**config.mk**
```make
export PLATFORM = sky130hd
export DESIGN_NAME = nor_op_sequencer
export DESIGN_NICKNAME = d
export VERILOG_FILES = /design/src/rtl/nfc_pkg.sv /design/src/rtl/nfc_fifo.sv /design/src/rtl/nfc_decode.sv /design/src/rtl/nfc_expand.sv /design/src/rtl/nor_op_sequencer.sv
export SDC_FILE = /design/constraint.sdc
export NUM_CORES = 1
export LEC_CHECK = 0
export BUFFER_PORTS_ARGS = -buffer_cell sky130_fd_sc_hd__clkbuf_2
export CORE_MARGIN = 1.5
export CORE_UTILIZATION = 57
export CTS_CLUSTER_SIZE = 14
export DETAILED_ROUTE_END_ITERATION = 10
export PLACE_DENSITY = 0.79
export SLEW_MARGIN = 25
export SYNTH_ARGS = -nofsm -noshare
export SYNTH_HDL_FRONTEND = slang
export SYNTH_SLANG_ARGS = --single-unit
```
**constraint.sdc**
```tcl
create_clock -name clk -period 4.1 [get_ports clk]
set_input_delay 0.41 -clock clk [delete_from_list [all_inputs] [get_ports clk]]
set_output_delay 0.41 -clock clk [all_outputs]
set_load 0.01 [all_outputs]
```
**src/rtl/nfc_pkg.sv**
```systemverilog
package nfc_pkg;
  localparam logic [2:0] OP_READ   = 3'd0;
  localparam logic [2:0] OP_PROG   = 3'd1;
  localparam logic [2:0] OP_ERASE  = 3'd2;
  localparam logic [2:0] OP_RESET  = 3'd3;
  localparam logic [2:0] OP_SUSP   = 3'd4;
  localparam logic [2:0] OP_RESUME = 3'd5;

  localparam logic [11:0] ADR_KEY_A = 12'h555;
  localparam logic [11:0] ADR_KEY_B = 12'h2AA;
  localparam logic [7:0]  KEY_A     = 8'hAA;
  localparam logic [7:0]  KEY_B     = 8'h55;
  localparam logic [7:0]  CMD_PROG  = 8'hA0;
  localparam logic [7:0]  CMD_ERS1  = 8'h80;
  localparam logic [7:0]  CMD_ERS2  = 8'h10;
  localparam logic [7:0]  CMD_RST   = 8'hF0;
  localparam logic [7:0]  CMD_SUSP  = 8'hB0;
  localparam logic [7:0]  CMD_RES   = 8'h30;

  typedef enum logic [2:0] {
    ST_IDLE, ST_WRITE, ST_POLL_CHK, ST_POLL_REQ, ST_POLL_WAIT, ST_READ_REQ, ST_READ_WAIT
  } seq_st_e;
endpackage

```
**src/rtl/nfc_fifo.sv**
```systemverilog
module nfc_fifo #(
  parameter int W     = 8,
  parameter int DEPTH = 4
) (
  input  logic         clk,
  input  logic         rst_n,
  input  logic         in_valid,
  output logic         in_ready,
  input  logic [W-1:0] in_word,
  input  logic         pop,
  output logic         out_valid,
  output logic [W-1:0] out_word
);
  localparam int PW = (DEPTH > 1) ? $clog2(DEPTH) : 1;
  localparam int CW = $clog2(DEPTH + 1);

  logic [W-1:0]  mem [DEPTH];
  logic [PW-1:0] wr_q, rd_q;
  logic [CW-1:0] cnt_q;
  logic          push, take;

  assign in_ready  = (cnt_q != CW'(DEPTH));
  assign out_valid = (cnt_q != '0);
  assign out_word  = mem[rd_q];
  assign push      = in_valid && in_ready;
  assign take      = pop && out_valid;

  always_ff @(posedge clk) begin
    if (push) mem[wr_q] <= in_word;
  end

  always_ff @(posedge clk) begin
    if (!rst_n) begin
      wr_q  <= '0;
      rd_q  <= '0;
      cnt_q <= '0;
    end else begin
      if (push) wr_q <= (wr_q == PW'(DEPTH - 1)) ? '0 : wr_q + 1'b1;
      if (take) rd_q <= (rd_q == PW'(DEPTH - 1)) ? '0 : rd_q + 1'b1;
      cnt_q <= cnt_q + CW'(push) - CW'(take);
    end
  end

  // an accepted entry with no removal grows the occupancy by one
  assert_fifo_fill_R1: assert property (@(posedge clk) disable iff (!rst_n)
    (push && !take) |=> (cnt_q == $past(cnt_q) + 1'b1));
  // the consumer removes only entries that exist
  assert_fifo_pop_R1: assert property (@(posedge clk) disable iff (!rst_n)
    pop |-> out_valid);
endmodule

```
**src/rtl/nfc_decode.sv**
```systemverilog
module nfc_decode
  import nfc_pkg::*;
(
  input  logic [2:0] op,
  input  logic       suspended,
  input  logic       polling,
  input  logic [2:0] run_op,
  output logic       legal,
  output logic       drop
);
  always_comb begin
    legal = 1'b0;
    drop  = 1'b0;
    if (polling) begin
      if (op == OP_SUSP) begin
        if (run_op == OP_ERASE) drop = 1'b1;
        else                    legal = 1'b1;
      end
    end else begin
      case (op)
        OP_READ, OP_RESET: legal = 1'b1;
        OP_PROG, OP_ERASE: legal = !suspended;
        OP_RESUME:         legal = suspended;
        default:           legal = 1'b0;
      endcase
    end
  end
endmodule

```
**src/rtl/nfc_expand.sv**
```systemverilog
module nfc_expand
  import nfc_pkg::*;
#(
  parameter int AW = 20,
  parameter int DW = 16
) (
  input  logic [2:0]    op,
  input  logic [2:0]    step,
  input  logic [AW-1:0] tgt_addr,
  input  logic [DW-1:0] tgt_data,
  output logic [AW-1:0] cyc_addr,
  output logic [DW-1:0] cyc_data,
  output logic          last
);
  localparam logic [AW-1:0] A_555 = AW'(ADR_KEY_A);
  localparam logic [AW-1:0] A_2AA = AW'(ADR_KEY_B);

  logic [7:0] cmd;

  always_comb begin
    case (op)
      OP_PROG:   cmd = CMD_PROG;
      OP_ERASE:  cmd = CMD_ERS1;
      OP_SUSP:   cmd = CMD_SUSP;
      OP_RESUME: cmd = CMD_RES;
      default:   cmd = CMD_RST;
    endcase
  end

  always_comb begin
    cyc_addr = A_555;
    cyc_data = DW'(KEY_A);
    case (step)
      3'd1: begin cyc_addr = A_2AA; cyc_data = DW'(KEY_B); end
      3'd2: cyc_data = DW'(cmd);
      3'd3: if (op == OP_PROG) begin
              cyc_addr = tgt_addr;
              cyc_data = tgt_data;
            end
      3'd4: begin cyc_addr = A_2AA; cyc_data = DW'(KEY_B); end
      3'd5: cyc_data = DW'(CMD_ERS2);
      default: ;
    endcase
    case (op)
      OP_PROG:  last = (step == 3'd3);
      OP_ERASE: last = (step == 3'd5);
      default:  last = (step == 3'd2);
    endcase
  end
endmodule

```
**src/rtl/nor_op_sequencer.sv**
```systemverilog
module nor_op_sequencer
  import nfc_pkg::*;
#(
  parameter int AW    = 20,
  parameter int DW    = 16,
  parameter int DEPTH = 4
) (
  input  logic          clk,
  input  logic          rst_n,
  input  logic          in_valid,
  output logic          in_ready,
  input  logic [2:0]    in_op,
  input  logic [AW-1:0] in_addr,
  input  logic [DW-1:0] in_data,
  output logic          bus_valid,
  input  logic          bus_ready,
  output logic          bus_we,
  output logic [AW-1:0] bus_addr,
  output logic [DW-1:0] bus_wdata,
  input  logic          bus_rvalid,
  input  logic [DW-1:0] bus_rdata,
  output logic          busy,
  output logic          done,
  output logic          error,
  output logic [DW-1:0] rsp_data
);
  localparam int EW = 3 + AW + DW;

  seq_st_e       st_q;
  logic [2:0]    op_q, step_q;
  logic [AW-1:0] addr_q;
  logic [DW-1:0] data_q, rsp_q;
  logic          prev6_q, first_q, rec_q, susp_q, done_q, err_q;

  logic          head_valid, pop, legal, drop, last;
  logic [EW-1:0] head;
  logic [2:0]    h_op, start_step;
  logic [AW-1:0] h_addr, cyc_addr;
  logic [DW-1:0] h_data, cyc_data;

  nfc_fifo #(.W(EW), .DEPTH(DEPTH)) u_fifo (
    .clk(clk), .rst_n(rst_n), .in_valid(in_valid), .in_ready(in_ready),
    .in_word({in_op, in_addr, in_data}), .pop(pop),
    .out_valid(head_valid), .out_word(head)
  );

  assign {h_op, h_addr, h_data} = head;

  nfc_decode u_dec (
    .op(h_op), .suspended(susp_q), .polling(st_q != ST_IDLE),
    .run_op(op_q), .legal(legal), .drop(drop)
  );

  nfc_expand #(.AW(AW), .DW(DW)) u_exp (
    .op(op_q), .step(step_q), .tgt_addr(addr_q), .tgt_data(data_q),
    .cyc_addr(cyc_addr), .cyc_data(cyc_data), .last(last)
  );

  assign start_step = (h_op == OP_PROG || h_op == OP_ERASE ||
                       (h_op == OP_RESET && h_data[0])) ? 3'd0 : 3'd2;

  assign pop = head_valid && ((st_q == ST_IDLE) ||
                              (st_q == ST_POLL_CHK && h_op == OP_SUSP));

  assign bus_valid = (st_q == ST_WRITE) || (st_q == ST_POLL_REQ) || (st_q == ST_READ_REQ);
  assign bus_we    = (st_q == ST_WRITE);
  assign bus_addr  = (st_q == ST_WRITE) ? cyc_addr : addr_q;
  assign bus_wdata = (st_q == ST_WRITE) ? cyc_data : '0;
  assign busy      = (st_q != ST_IDLE);
  assign done      = done_q;
  assign error     = err_q;
  assign rsp_data  = rsp_q;

  always_ff @(posedge clk) begin
    if (!rst_n) begin
      st_q    <= ST_IDLE;
      op_q    <= OP_READ;
      step_q  <= '0;
      addr_q  <= '0;
      data_q  <= '0;
      rsp_q   <= '0;
      prev6_q <= 1'b0;
      first_q <= 1'b0;
      rec_q   <= 1'b0;
      susp_q  <= 1'b0;
      done_q  <= 1'b0;
      err_q   <= 1'b0;
    end else begin
      done_q <= 1'b0;
      err_q  <= 1'b0;
      case (st_q)
        ST_IDLE: if (head_valid) begin
          if (legal) begin
            op_q   <= h_op;
            addr_q <= h_addr;
            data_q <= h_data;
            step_q <= start_step;
            rec_q  <= 1'b0;
            if (h_op == OP_RESUME) susp_q <= 1'b0;
            st_q   <= (h_op == OP_READ) ? ST_READ_REQ : ST_WRITE;
          end else begin
            err_q <= 1'b1;
          end
        end
        ST_WRITE: if (bus_ready) begin
          if (!last) begin
            step_q <= step_q + 1'b1;
          end else if (rec_q) begin
            err_q <= 1'b1;
            st_q  <= ST_IDLE;
          end else begin
            case (op_q)
              OP_RESET: begin susp_q <= 1'b0; done_q <= 1'b1; st_q <= ST_IDLE; end
              OP_SUSP:  begin susp_q <= 1'b1; done_q <= 1'b1; st_q <= ST_IDLE; end
              default:  begin first_q <= 1'b1; st_q <= ST_POLL_CHK; end
            endcase
          end
        end
        ST_POLL_CHK: begin
          if (pop && legal) begin
            op_q   <= OP_SUSP;
            step_q <= 3'd2;
            st_q   <= ST_WRITE;
          end else begin
            st_q <= ST_POLL_REQ;
          end
        end
        ST_POLL_REQ: if (bus_ready) st_q <= ST_POLL_WAIT;
        ST_POLL_WAIT: if (bus_rvalid) begin
          if (first_q) begin
            prev6_q <= bus_rdata[6];
            first_q <= 1'b0;
            st_q    <= ST_POLL_CHK;
          end else if (bus_rdata[6] == prev6_q) begin
            done_q <= 1'b1;
            st_q   <= ST_IDLE;
          end else if (bus_rdata[5]) begin
            rec_q  <= 1'b1;
            op_q   <= OP_RESET;
            step_q <= 3'd2;
            st_q   <= ST_WRITE;
          end else begin
            prev6_q <= bus_rdata[6];
            st_q    <= ST_POLL_CHK;
          end
        end
        ST_READ_REQ: if (bus_ready) st_q <= ST_READ_WAIT;
        ST_READ_WAIT: if (bus_rvalid) begin
          rsp_q  <= bus_rdata;
          done_q <= 1'b1;
          st_q   <= ST_IDLE;
        end
        default: st_q <= ST_IDLE;
      endcase
    end
  end

  // a stalled bus request keeps its contents
  assert_bus_hold_R12: assert property (@(posedge clk) disable iff (!rst_n)
    (bus_valid && !bus_ready) |=> (bus_valid && $stable(bus_we) &&
                                   $stable(bus_addr) && $stable(bus_wdata)));
  // bus requests only come from an operation in progress
  assert_bus_busy_R12: assert property (@(posedge clk) disable iff (!rst_n)
    bus_valid |-> busy);
  // the two response pulses never coincide
  assert_resp_excl_R13: assert property (@(posedge clk) disable iff (!rst_n)
    !(done && error));
  // leaving the busy state is always reported
  assert_busy_end_R13: assert property (@(posedge clk) disable iff (!rst_n)
    $fell(busy) |-> (done || error));
  // while busy only suspend entries leave the queue
  assert_busy_pop_R11: assert property (@(posedge clk) disable iff (!rst_n)
    (pop && busy) |-> (h_op == OP_SUSP));
  // a recovery write follows only a failing poll read
  assert_recover_R7: assert property (@(posedge clk) disable iff (!rst_n)
    $rose(rec_q) |-> ($past(bus_rvalid) && $past(bus_rdata[5])));
endmodule

```
==> impl_metrics.py <==
metrics = {
    "synthesis": {
        "synth_top_cell_by_area": "edfxtp_1",
        "syn-num-nets": 774,
        "syn_inst": 701,
        "synth_ff_type": "edfxtp_1",
        "ys_warn_count": 0,
        "yosys_register_bits": 232,
        "ys_async_sr_fraction_pct": 0,
        "synth_edf_count": 156,
        "yosysSeqAreaShare_pct": 65.8,
        "synth.top_cells.by_area": "edfxtp_1 50%, dfxtp_1 16%, mux4_2 9.1%",
        "syn_area_per_cell_um2": 13.4,
        "yosysTopAreaCellShare_pct": 49.7,
        "ys_types": 58,
        "syn_area_um2": 9430,
    },
    "drt": {
        "ant_nets": 0,
        "routed_wl_mm": 20.3,
        "dr_total_vias": 6040,
        "top_layer": "met4",
        "viasPerCell": 5.79,
        "wl_met3_mm": 1.13,
        "wl_per_cell_um": 19.4,
        "drt_iter0_drc": 394,
        "met1_length_mm": 8.14,
        "wl_met2_mm": 10.5,
        "dr.pass1.iters": 5,
        "route.detailed.drc": 0,
    },
    "global_route": {
        "grt_max_degree": 62,
        "grt_pass1_vias": 6258,
        "grtUsageTotal_pct": 23.5,
        "gr-total-overflow": 0,
        "grt_antenna_before_repair": 0,
        "grt_pass1_wl_mm": 32.1,
    },
    "clock_network": {
        "insertion_delay_ns": 0.51,
        "post_cts_buffers": 0,
        "cts_hold_buf": 0,
        "cts_tree": "yes",
        "clock_sinks": 232,
        "post_cts_resized": 0,
        "cts-root-buf": "clkbuf_16",
        "ctsLongestPathBuffers": 3,
        "cts_buffers": 24,
        "cts-htree-levels": 1,
        "clkTransAtPathRegs_ns": 0.06,
    },
    "layout": {
        "layout_common_cells": "156 x edfxtp_1, 129 x nand2_1, 118 x clkbuf_2",
        "nets": 884,
        "fin_area_um2": 10900,
        "syn_to_final_growth_pct": 16.1,
        "antennaDiodeCount": 0,
        "drive_gt1_share_pct": 25.5,
        "fin_cells": 1044,
        "layout_commonest_cell": "edfxtp_1",
    },
    "timing": {
        "maxSlewHeadroom_pct": 40.3,
        "fmax_ghz": 0.265,
        "setup_viol": 0,
        "timing.hold.ws_ns": 0.117,
        "tns_ns": 0,
        "worst_slew_pin_slew_ns": 0.895,
        "min_period_ns": 3.77,
        "skew_ns": 0.0111,
        "rsz0062_at_grt": "false",
        "fin_crit_sh_pct": 91.9,
        "finalHoldViolCount": 0,
        "drv_slew": 0,
    },
    "power": {
        "p_sw_mw": 2.38,
        "power.leakage_nw": 3.99,
        "comb_power_share_pct": 30.2,
        "peakVddDrop_v": 0.000524,
        "p_clk_share_pct": 28.3,
        "seqPwrFrac_pct": 41.5,
        "powerDensity_nw_per_um2": 679,
        "swShare_pct": 32.0,
        "p_int_mw": 5.05,
    },
    "place": {
        "dpl.hpwl_mm": 12.6,
        "port_buffers": 117,
        "post_dp_cell_area_um2": 10200,
        "place_congestion": 0.839,
        "dp.cells": 1001,
    },
    "critical_path": {
        "endpoint_kind": "output pin",
        "rrSetupSlack_ns": 0.85,
        "crit_type": "flip-flop to output pin",
        "arrival_ns": 3.36,
        "cp_max_fo": 20,
        "crit_path_start_kind": "flip-flop",
        "critPathRequiredTime_ns": 3.69,
    },
    "floorplanning": {
        "die_area_um2": 17300,
        "ioPinCount": 118,
        "die_h_um": 132,
        "coreArea_um2": 16000,
        "fp-row-count": 46,
        "initial_core_util_pct": 58.9,
        "die_w_um": 132,
    },
    "hold_path": {
        "hp-class": "input port to flip-flop",
    },
    "job": {
        "drv_cap": 0,
    },
    "status": {
        "status": "finished clean",
    },
}
==> state kept, by name, summed over array words and instances, names as in the netlist, 2 cells and up, named ones only <==
name,cells
u_fifo.rd_q,2
addr_q,20
u_fifo.cnt_q,3
rsp_data,16
step_q,3
u_fifo.wr_q,2
data_q,16
op_q,3
u_fifo.mem,156
st_q,3
==> cells in the mapped netlist, types with 3 or more instances <==
library cell	n
a21o_1	7
nand2_1	129
o21a_1	10
o21ai_0	14
buf_6	3
inv_1	18
dfxtp_1	76
mux2i_1	11
a31oi_1	4
clkbuf_1	28
and3_1	5
ha_1	12
nor2_1	22
nor2b_1	13
a21oi_1	66
nand3_1	6
and2_1	13
nand3b_1	4
or3_1	3
a211oi_1	3
buf_2	6
nand2b_1	4
edfxtp_1	156
nor3_1	11
mux4_2	38
==> power groups by stage <==
stage               registers (mW)  logic, mW  clock network (mW)
floorplan                     3.03       1.71                   0
global placement              3.10       2.14                   0
detailed placement            3.13       2.22                   0
CTS                           3.08       2.25                2.13
global route                  3.12       2.46                2.22
finish                        3.09       2.24                2.10
==> final cells by class <==
cell class | count | area, um^2
Clock buffer | 36 | 698
Sequential cell | 232 | 6210
Clock inverter | 7 | 76.3
Tap cell | 216 | 270
Timing Repair Buffer | 122 | 623
Inverter | 19 | 73.8
Multi-Input combinational cell | 412 | 3000
Fill cell | 1128 | 5050
==> metrics by stage <==
step / utilization [%] / total power [mW] / setup slack (ns)
after floorplan: - / 4.74 / 1.28
after global placement: 63.5 / 5.25 / 0.919
after detailed placement: 63.5 / 5.35 / 0.897
after CTS: 68.4 / 7.46 / 0.375
after global routing: 68.4 / 7.80 / 0.0988
final: 68.4 / 7.43 / 0.332
==> cell families after synthesis <==
group / Yosys count / share of synthesized area, %
multiplexers: 51 / 10.7
adder cells (fa/ha/maj): 13 / 1.80
AO/OA/AOI/OAI: 120 / 7.66
AND/OR/NAND/NOR: 224 / 11.1
flip-flops: 232 / 65.8
buffers and inverters: 57 / 2.59
XOR/XNOR: 4 / 0.372
==> worst paths after layout <==
kind | startpoint | end | depth (start not counted)
worst max-delay path | st_q[0] | bus_wdata[15] | 6
worst max register to register | flip-flop | u_fifo.cnt_q[2] | 11
worst min-delay path | in_addr[11] | u_fifo.mem[2][27] | 1
worst min register to register | data_q[10] | data_q[10] | 2
==> metal layers <==
metal / GRT usage (%) / vias to the layer above
met5: 0 / -
met2: 41.8 / 200
met1: 28.9 / 3002
met3: 4.48 / 39
li1: - / 2799
met4: 7.84 / 0
==> critical path: stages (launching register included) <==
cell	delay, ns
dfxtp_1	0.71
nand3_1	0.50
inv_1	0.38
o21ai_0	0.28
nor2_1	0.56
and2_1	0.26
clkbuf_2	0.15
Power figures use the tool's default switching activity.
